--- config.mk ---
export PLATFORM = sky130hd
export DESIGN_NAME = clkmul_ctrl
export DESIGN_NICKNAME = d
export VERILOG_FILES = /design/src/rtl/clkmul_pkg.sv /design/src/rtl/clkmul_regs.sv /design/src/rtl/clkmul_lock.sv /design/src/rtl/clkmul_scaler.sv /design/src/rtl/clkmul_ctrl.sv
export SDC_FILE = /design/constraint.sdc
export NUM_CORES = 1
export LEC_CHECK = 0
export BUFFER_PORTS_ARGS = -buffer_cell sky130_fd_sc_hd__buf_2
export CAP_MARGIN = 30
export CELL_PAD_IN_SITES_DETAIL_PLACEMENT = 1
export CELL_PAD_IN_SITES_GLOBAL_PLACEMENT = 2
export CORE_AREA = 3 3 54 93
export DETAILED_ROUTE_END_ITERATION = 10
export DIE_AREA = 0 0 57 96
export HOLD_SLACK_MARGIN = 0.15
export PLACE_DENSITY_LB_ADDON = 0.2
export SLEW_MARGIN = 30
export SYNTH_ARGS = -nofsm -noshare
export SYNTH_HDL_FRONTEND = slang
export SYNTH_SLANG_ARGS = --single-unit
--- constraint.sdc ---
create_clock -name clk -period 2 [get_ports clk]
set_input_delay 0.2 -clock clk [delete_from_list [all_inputs] [get_ports clk]]
set_output_delay 0.2 -clock clk [all_outputs]
set_load 0.05 [all_outputs]
--- src/rtl/clkmul_pkg.sv ---
package clkmul_pkg;
  localparam int BIT_EN    = 7;
  localparam int BIT_START = 6;

  typedef struct packed {
    logic       en;
    logic [2:0] code;
    logic [1:0] src;
  } ctrl_t;

  // effective divisor: 1 for codes 0..2, else the code itself
  function automatic logic [2:0] eff_div(input logic [2:0] code);
    return (code <= 3'd2) ? 3'd1 : code;
  endfunction
endpackage

--- src/rtl/clkmul_regs.sv ---
module clkmul_regs
  import clkmul_pkg::*;
(
  input  logic        clk,
  input  logic        rst,
  input  logic        wr,
  input  logic        rd,
  input  logic [7:0]  wdata,
  input  logic        ready,
  output ctrl_t       ctrl,
  output logic        start,
  output logic        abort,
  output logic [7:0]  rdata
);
  // lock start needs enable held before and during the write
  assign start = wr & wdata[BIT_START] & wdata[BIT_EN] & ctrl.en;
  assign abort = wr & ~wdata[BIT_EN];

  always_ff @(posedge clk) begin
    if (rst) begin
      ctrl  <= '0;
      rdata <= '0;
    end else begin
      if (wr) ctrl <= '{en: wdata[7], code: wdata[4:2], src: wdata[1:0]};
      if (rd) rdata <= {ctrl.en, 1'b0, ready, ctrl.code, ctrl.src};
    end
  end
endmodule

--- src/rtl/clkmul_lock.sv ---
module clkmul_lock #(
  parameter int LOCK_CYCLES = 64
) (
  input  logic clk,
  input  logic rst,
  input  logic start,
  input  logic abort,
  output logic ready
);
  localparam int CW = $clog2(LOCK_CYCLES + 1);
  localparam logic [CW-1:0] LAST = CW'(LOCK_CYCLES - 1);

  logic          busy;
  logic [CW-1:0] cnt;

  always_ff @(posedge clk) begin
    if (rst || abort) begin
      busy  <= 1'b0;
      cnt   <= '0;
      ready <= 1'b0;
    end else if (start) begin
      busy  <= 1'b1;
      cnt   <= '0;
      ready <= 1'b0;
    end else if (busy) begin
      if (cnt == LAST) begin
        busy  <= 1'b0;
        cnt   <= '0;
        ready <= 1'b1;
      end else begin
        cnt <= cnt + 1'b1;
      end
    end
  end
endmodule

--- src/rtl/clkmul_scaler.sv ---
module clkmul_scaler
  import clkmul_pkg::*;
(
  input  logic       clk,
  input  logic       rst,
  input  logic       ready,
  input  logic [2:0] code,
  input  logic [1:0] src,
  output logic       clk_en
);
  logic [2:0] cnt, last_code, cnt_now, n_div, half;
  logic       bypass, restart;

  always_comb begin
    n_div   = eff_div(code);
    half    = n_div >> 1;
    bypass  = ~src[1] | (n_div == 3'd1);
    restart = (code != last_code);
    cnt_now = restart ? 3'd0 : cnt;
  end

  always_ff @(posedge clk) begin
    if (rst) begin
      cnt       <= '0;
      last_code <= '0;
      clk_en    <= 1'b0;
    end else begin
      last_code <= code;
      cnt       <= (cnt_now == n_div - 3'd1) ? 3'd0 : cnt_now + 3'd1;
      clk_en    <= ready & (bypass | (cnt_now == 3'd0) | (cnt_now == half));
    end
  end
endmodule

--- src/rtl/clkmul_ctrl.sv ---
module clkmul_ctrl
  import clkmul_pkg::*;
#(
  parameter int LOCK_CYCLES = 64
) (
  input  logic       clk,
  input  logic       rst,
  input  logic       reg_wr,
  input  logic       reg_rd,
  input  logic [7:0] reg_wdata,
  output logic [7:0] reg_rdata,
  output logic       ready,
  output logic       clk_en,
  output logic [1:0] src_sel
);
  ctrl_t ctrl_q;
  logic  start, abort;

  clkmul_regs u_regs (
    .clk(clk), .rst(rst), .wr(reg_wr), .rd(reg_rd), .wdata(reg_wdata),
    .ready(ready), .ctrl(ctrl_q), .start(start), .abort(abort), .rdata(reg_rdata)
  );

  clkmul_lock #(.LOCK_CYCLES(LOCK_CYCLES)) u_lock (
    .clk(clk), .rst(rst), .start(start), .abort(abort), .ready(ready)
  );

  clkmul_scaler u_scaler (
    .clk(clk), .rst(rst), .ready(ready), .code(ctrl_q.code),
    .src(ctrl_q.src), .clk_en(clk_en)
  );

  assign src_sel = ctrl_q.src;
endmodule

### Word-level counts from Yosys, hierarchy flattened

Index checks and enable logic that the tools add are counted.

| word-level totals | value |
|---|---|
| flip-flop bits (word level) | 29 |
| output and inout port bits | 12 |
| word-level logic and storage cells | 40 |

| cells by class | value |
|---|---|
| add/subtract/negate cells | 3 |
| $lt $le $gt $ge | 1 |
| eq/ne operators | 5 |
| multiplexer cells | 6 |
| bitwise logic cells | 10 |
| reduce and logical (&&, ||, !) cells | 5 |

Operators with widths:

| cell | count |
|---|---|
| $add 7x1->7 const B | 1 |
| $eq 7x6->1 const B | 1 |
| $mux 7 | 1 |
| $mux 3 | 2 |
| $and 1x1->1 | 5 |
| $reduce_or 2->1 | 2 |
| $add 3x1->3 const B | 1 |
| $eq 3x1->1 const B | 1 |
| $eq 3x2->1 | 1 |
| $eq 3x3->1 | 1 |
| $le 3x2->1 const B | 1 |
| $logic_not 3->1 | 1 |
| $mux 1 | 3 |
| $ne 3x3->1 | 1 |
| $or 1x1->1 | 3 |
| $sub 3x1->3 const B | 1 |
| $not 1->1 | 2 |
| $reduce_and 2->1 | 1 |
| $logic_or 1x1->1 | 1 |

### Depth between registers and ports, before layout

| logic depth | value |
|---|---|
| word-level depth | 7 |
| mapped depth | 8 |
| mapped depth without buffers | 7 |

### By module

Synthesis repeated with hierarchy kept, for this count alone.

| second synthesis, totals | value |
|---|---|
| cell total of the unflattened synthesis | 142 |
| area, all modules | 1347.5 µm² |

Modules (own cells, without submodules):

| module | times used | cells each | area an instance (µm²) | sequential area each (µm²) |
|---|---|---|---|---|
| clkmul_regs | 1 | 46 | 493.0 | 260.2 |
| clkmul_scaler | 1 | 51 | 459.2 | 140.1 |
| clkmul_lock | 1 | 45 | 395.4 | 180.2 |

### Worst setup path after synthesis

OpenSTA, ideal clock, no wires.

| timing path | value |
|---|---|
| kind | reg-to-reg |
| start point | register u_regs.ctrl[4] in the netlist's numbering |
| end point | register u_scaler.cnt[2] |
| library setup time | 0.103 ns |
| arrival time | 1.455 ns |
| required time | 1.897 ns |
| path slack | 0.441 ns |
| stages on the path, launching flop included | 8 |
| path buffers | 1 |
| cells stage by stage | dfxtp_1 -> buf_6 -> nor2b_4 -> ha_1 -> xor2_1 -> nand3b_1 -> a21oi_2 -> a2111oi_2 |

| on the way | value |
|---|---|
| longest elaborated chain between the ends | 5 |

RTL lines:

| element | line | source |
|---|---|---|
| from (decl) | clkmul_regs.sv:10 | `output ctrl_t ctrl,` |
| from (signal assigned) | clkmul_regs.sv:24 | `if (wr) ctrl <= '{en: wdata[7], code: wdata[4:2], src: wdata[1:0]};` |
| $le 3x2->1 | clkmul_pkg.sv:13 | `return (code <= 3'd2) ? 3'd1 : code;` |
| $mux 3 | clkmul_pkg.sv:13 |  |
| $sub 3x1->3 | clkmul_scaler.sv:29 | `cnt <= (cnt_now == n_div - 3'd1) ? 3'd0 : cnt_now + 3'd1;` |
| $eq 3x3->1 | clkmul_scaler.sv:29 |  |
| $reduce_or 2->1 (no line) | - |  |
| to (signal assigned) | clkmul_scaler.sv:29 |  |
| to (decl) | clkmul_scaler.sv:11 | `logic [2:0] cnt, last_code, cnt_now, n_div, half;` |

Parallel ways exist; a longest one is shown, timed or not.
A chain may end at the register's enable or synchronous reset.

### Worst setup path after layout

| timing path | value |
|---|---|
| start point | register u_regs.ctrl[2] in the netlist's numbering |
| end point | register u_scaler.clk_en |

| on the way | value |
|---|---|
| longest elaborated chain between the ends | 7 |

RTL lines:

| element | line | source |
|---|---|---|
| $le 3x2->1 | clkmul_pkg.sv:13 |  |
| $mux 3 | clkmul_pkg.sv:13 |  |
| $eq 3x1->1 | clkmul_scaler.sv:17 | `bypass = ~src[1] \| (n_div == 3'd1);` |
| $or 1x1->1 | clkmul_scaler.sv:17 |  |
| $or 1x1->1 | clkmul_scaler.sv:30 | `clk_en <= ready & (bypass \| (cnt_now == 3'd0) \| (cnt_now == half));` |
| $or 1x1->1 (*) | clkmul_scaler.sv:30 |  |
| $and 1x1->1 (*) | clkmul_scaler.sv:30 |  |
| to (signal assigned) | clkmul_scaler.sv:30 |  |
| to (decl) | clkmul_scaler.sv:9 | `output logic clk_en` |

Mark *: on every way between the ends. The rest lies on a longest branch, timed or not.

==> metrics.txt <==
Worst setup EP type flip-flop; Routed wire per std cell 15.5 um; XOR/XNOR Fraction of Synth Area 9.47%; final-report setup violation count 0; Synth top area share 40.3%; total CTS buffers 5; Final Hold Slack 0.161 ns; H-tree depth 2; Max Clk Rate 0.557 GHz; clk slew on worst S/H paths 0.06 ns; fin cells 220; core area 0.00440 mm^2; Tmin final 1.80 ns; via count 1116; hold path cells 3; Initial DRT Pass Iterations 4; Worst R2R Setup Slack 0.20 ns; Ant. Diodes 0; crit share post-route 89.8%; first-pass GRT wire length 5710 um; commonest non-fill, non-tap cell in the layout dfxtp_1; Post-Syn Area 0.00144 mm^2; antenna violations before repair 0; Initial Util 32.7%; placed cell count 213; Switch Pwr 349 uW; Flop pwr share 48.6%; outcome finished clean; combinational share of power 13.8%; # fillers 535; clk sinks 29; drc violations 0; Max-Cap Viols 0; total track usage 14.0%; Final Hold Viols 0; setup TNS 0 ns; hold wc startpoint reg_wdata[2]; Layout area overhead 12.9%; RSZ-0062 raised after global routing false; fraction of layout cells with a size suffix above 1 24.9%; Post-synth EDFFs 0; Yosys top cell by area dfxtp_1; 1st-iter DRT viols 17; worst r2r src u_regs.ctrl[2]$_SDFFE_PP0P_; Ports 24; CP required 2.16 ns; Max stage delay on crit path 0.54 ns; Synth cell types 41; Synth Area in Compound Gates 12.3%; CTS tree yes; Port Buffers 21; Int Pwr 941 uW; Pwr Density 794 mW/mm^2; Lkg Pwr 0.664 nW; critical path cell sequence xnor2_2, and3_4, nand2_1, ha_1, nor3_1, a2111o_1, o41ai_2; largest family of logic cells by synthesized area simple AND/OR/NAND/NOR gates; Startpoint Class flip-flop; largest net degree at the start of global routing 23; Yosys reg bits 29; Final Max Tran Viols 0; CTS max path bufs 2; GRT overflow 0; DRT antenna net count 0; row cnt 32; switching share of power 27.1%; DR vias/cell 5.07; Final Power 1.29 mW; post-synthesis sequential area ratio 40.3%; ys flop type dfxtp_1; dpl ws 0.160 ns; clk_skew 0.00600 ns; M1 WL 1170 um; WL met2 2060 um; Die H 96 um; post-synthesis adder-cell area fraction 2.61%; CP arrival 1.96 ns; R2R cell count 7; die area 0.00547 mm^2; R2R Path End u_scaler.clk_en$_SDFF_PP0_; Cells after Synth 151; met3 routed WL 102 um; HPWL after DPL 2690 um; Placer Congestion 0.724; Final WS setup 0.204 ns; CP Max Fanout 8; max layer used met4; Root Driver clkbuf_8; multiplexer share of the synthesized area 9.82%; Worst path slowest cell dfxtp_1; Clock power frac 37.6%; Hold Crit Class primary input to flip-flop; Yosys warning total 0; worst hold endpoint u_regs.ctrl[2]$_SDFFE_PP0P_; via count of the first global-routing pass 1226; commonest non-fill, non-tap cells in the layout dfxtp_1 (28), nor2_1 (25), buf_2 (21); Simple-Gate Fraction of Synth Area 17.2%; crit path kind flip-flop to flip-flop; nets@finish 184; die width 57 um; Syn Area/Cell 9.54 um^2; Max VDD drop 0.401 mV; final WL 3410 um; async set or reset register ratio after synthesis 0%; clk_lat worst skew 0.28 ns; Synth area leaders dfxtp_1 (40%), mux2i_1 (9.0%), nor2_1 (6.5%), xnor2_2 (3.4%), xnor2_1 (3.0%); syn nets 166
[worst max-delay path by stage]
stage / start / end / slack (ns)
finish: u_regs.ctrl[2]$_SDFFE_PP0P_ / u_scaler.clk_en$_SDFF_PP0_ / 0.20
global route: u_regs.ctrl[2]$_SDFFE_PP0P_ / u_scaler.cnt[1]$_SDFF_PP0_ / 0.03
CTS: u_regs.ctrl[4]$_SDFFE_PP0P_ / u_scaler.cnt[2]$_SDFF_PP0_ / 0.12
detailed placement: u_regs.ctrl[4]$_SDFFE_PP0P_ / u_scaler.cnt[1]$_SDFF_PP0_ / 0.16
global placement: u_regs.ctrl[4]$_SDFFE_PP0P_ / u_scaler.cnt[1]$_SDFF_PP0_ / 0.20
floorplan: u_regs.ctrl[4]$_SDFFE_PP0P_ / u_scaler.cnt[2]$_SDFF_PP0_ / 0.44
[metrics by stage]
step | cell area [um^2] | util, %
finish | 1630 | 36.9
global route | 1630 | 36.9
CTS | 1620 | 36.9
detailed placement | 1540 | 34.9
global placement | 1540 | 34.9
floorplan | 1440 | -
[power groups by stage]
stage               logic, mW  registers, mW  clock network [mW]
CTS                     0.181          0.628               0.510
global placement        0.174          0.639                   0
global route            0.197          0.631               0.531
detailed placement      0.179          0.640                   0
finish                  0.178          0.627               0.486
floorplan               0.152          0.633                   0
[area by class of cell]
type / instances / area (um^2) / area share [%]
clock buffers: 7 / 86.3 / 5.31
inverters: 8 / 30.0 / 1.85
multi-input cells: 102 / 743 / 45.7
flip-flops and latches: 29 / 582 / 35.8
well taps: 51 / 63.8 / 3.93
repair buffers: 23 / 120 / 7.39
[registers in the layout (all words and copies together), names as in the netlist]
| signal | flops |
|---|---|
| u_lock.ready | 1 |
| u_scaler.last_code | 3 |
| u_regs.ctrl | 6 |
| u_regs.rdata | 7 |
| u_lock.cnt | 7 |
| u_lock.busy | 1 |
| u_scaler.cnt | 3 |
| u_scaler.clk_en | 1 |
[routing by layer]
layer	vias up	track usage [%]
li1	543	-
met1	553	12.4
met2	14	27.7
met3	6	3.76
met4	0	7.54
met5	-	0
[cell usage after synthesis (2+ instances only)]
cell      count
nor2_1       25
dfxtp_1      29
ha_1          3
buf_2         2
mux2i_1      13
inv_1         8
a21oi_1       2
xnor2_2       3
o21ai_0       6
nand4_1       4
nand2_1       7
buf_4         4
buf_6         3
xnor2_1       5
nor2b_1       3
clkbuf_1      2
nor3_1        2
xor2_1        5
nand3_1       3
[kinds of logic (layout without fill, tap and decap cells)]
family                     count (synthesis)  count (layout)
other                                      1               1
adders and majority gates                  3               3
DFF                                       29              29
and+or+nand+nor                           50              50
AOI/OAI and AO/OA                         21              21
muxes                                     14              14
buffers and inverters                     20              38
xor gates and xnor gates                  13              13
[critical path, delay by kind of cell, from the launching register on]
family | cells | cell delay [ns]
xor gates and xnor gates | 1 | 0.22
AOI/OAI and AO/OA | 2 | 0.21
DFF | 1 | 0.54
adders and majority gates | 1 | 0.21
and+or+nand+nor | 3 | 0.50
[repair_timing]
action	CTS	global route
hold buffers	0	0
buffers inserted	0	0
setup endpoints to repair	0	3
resized for setup	0	1
No activity file was read; power rests on OpenSTA's default activity.
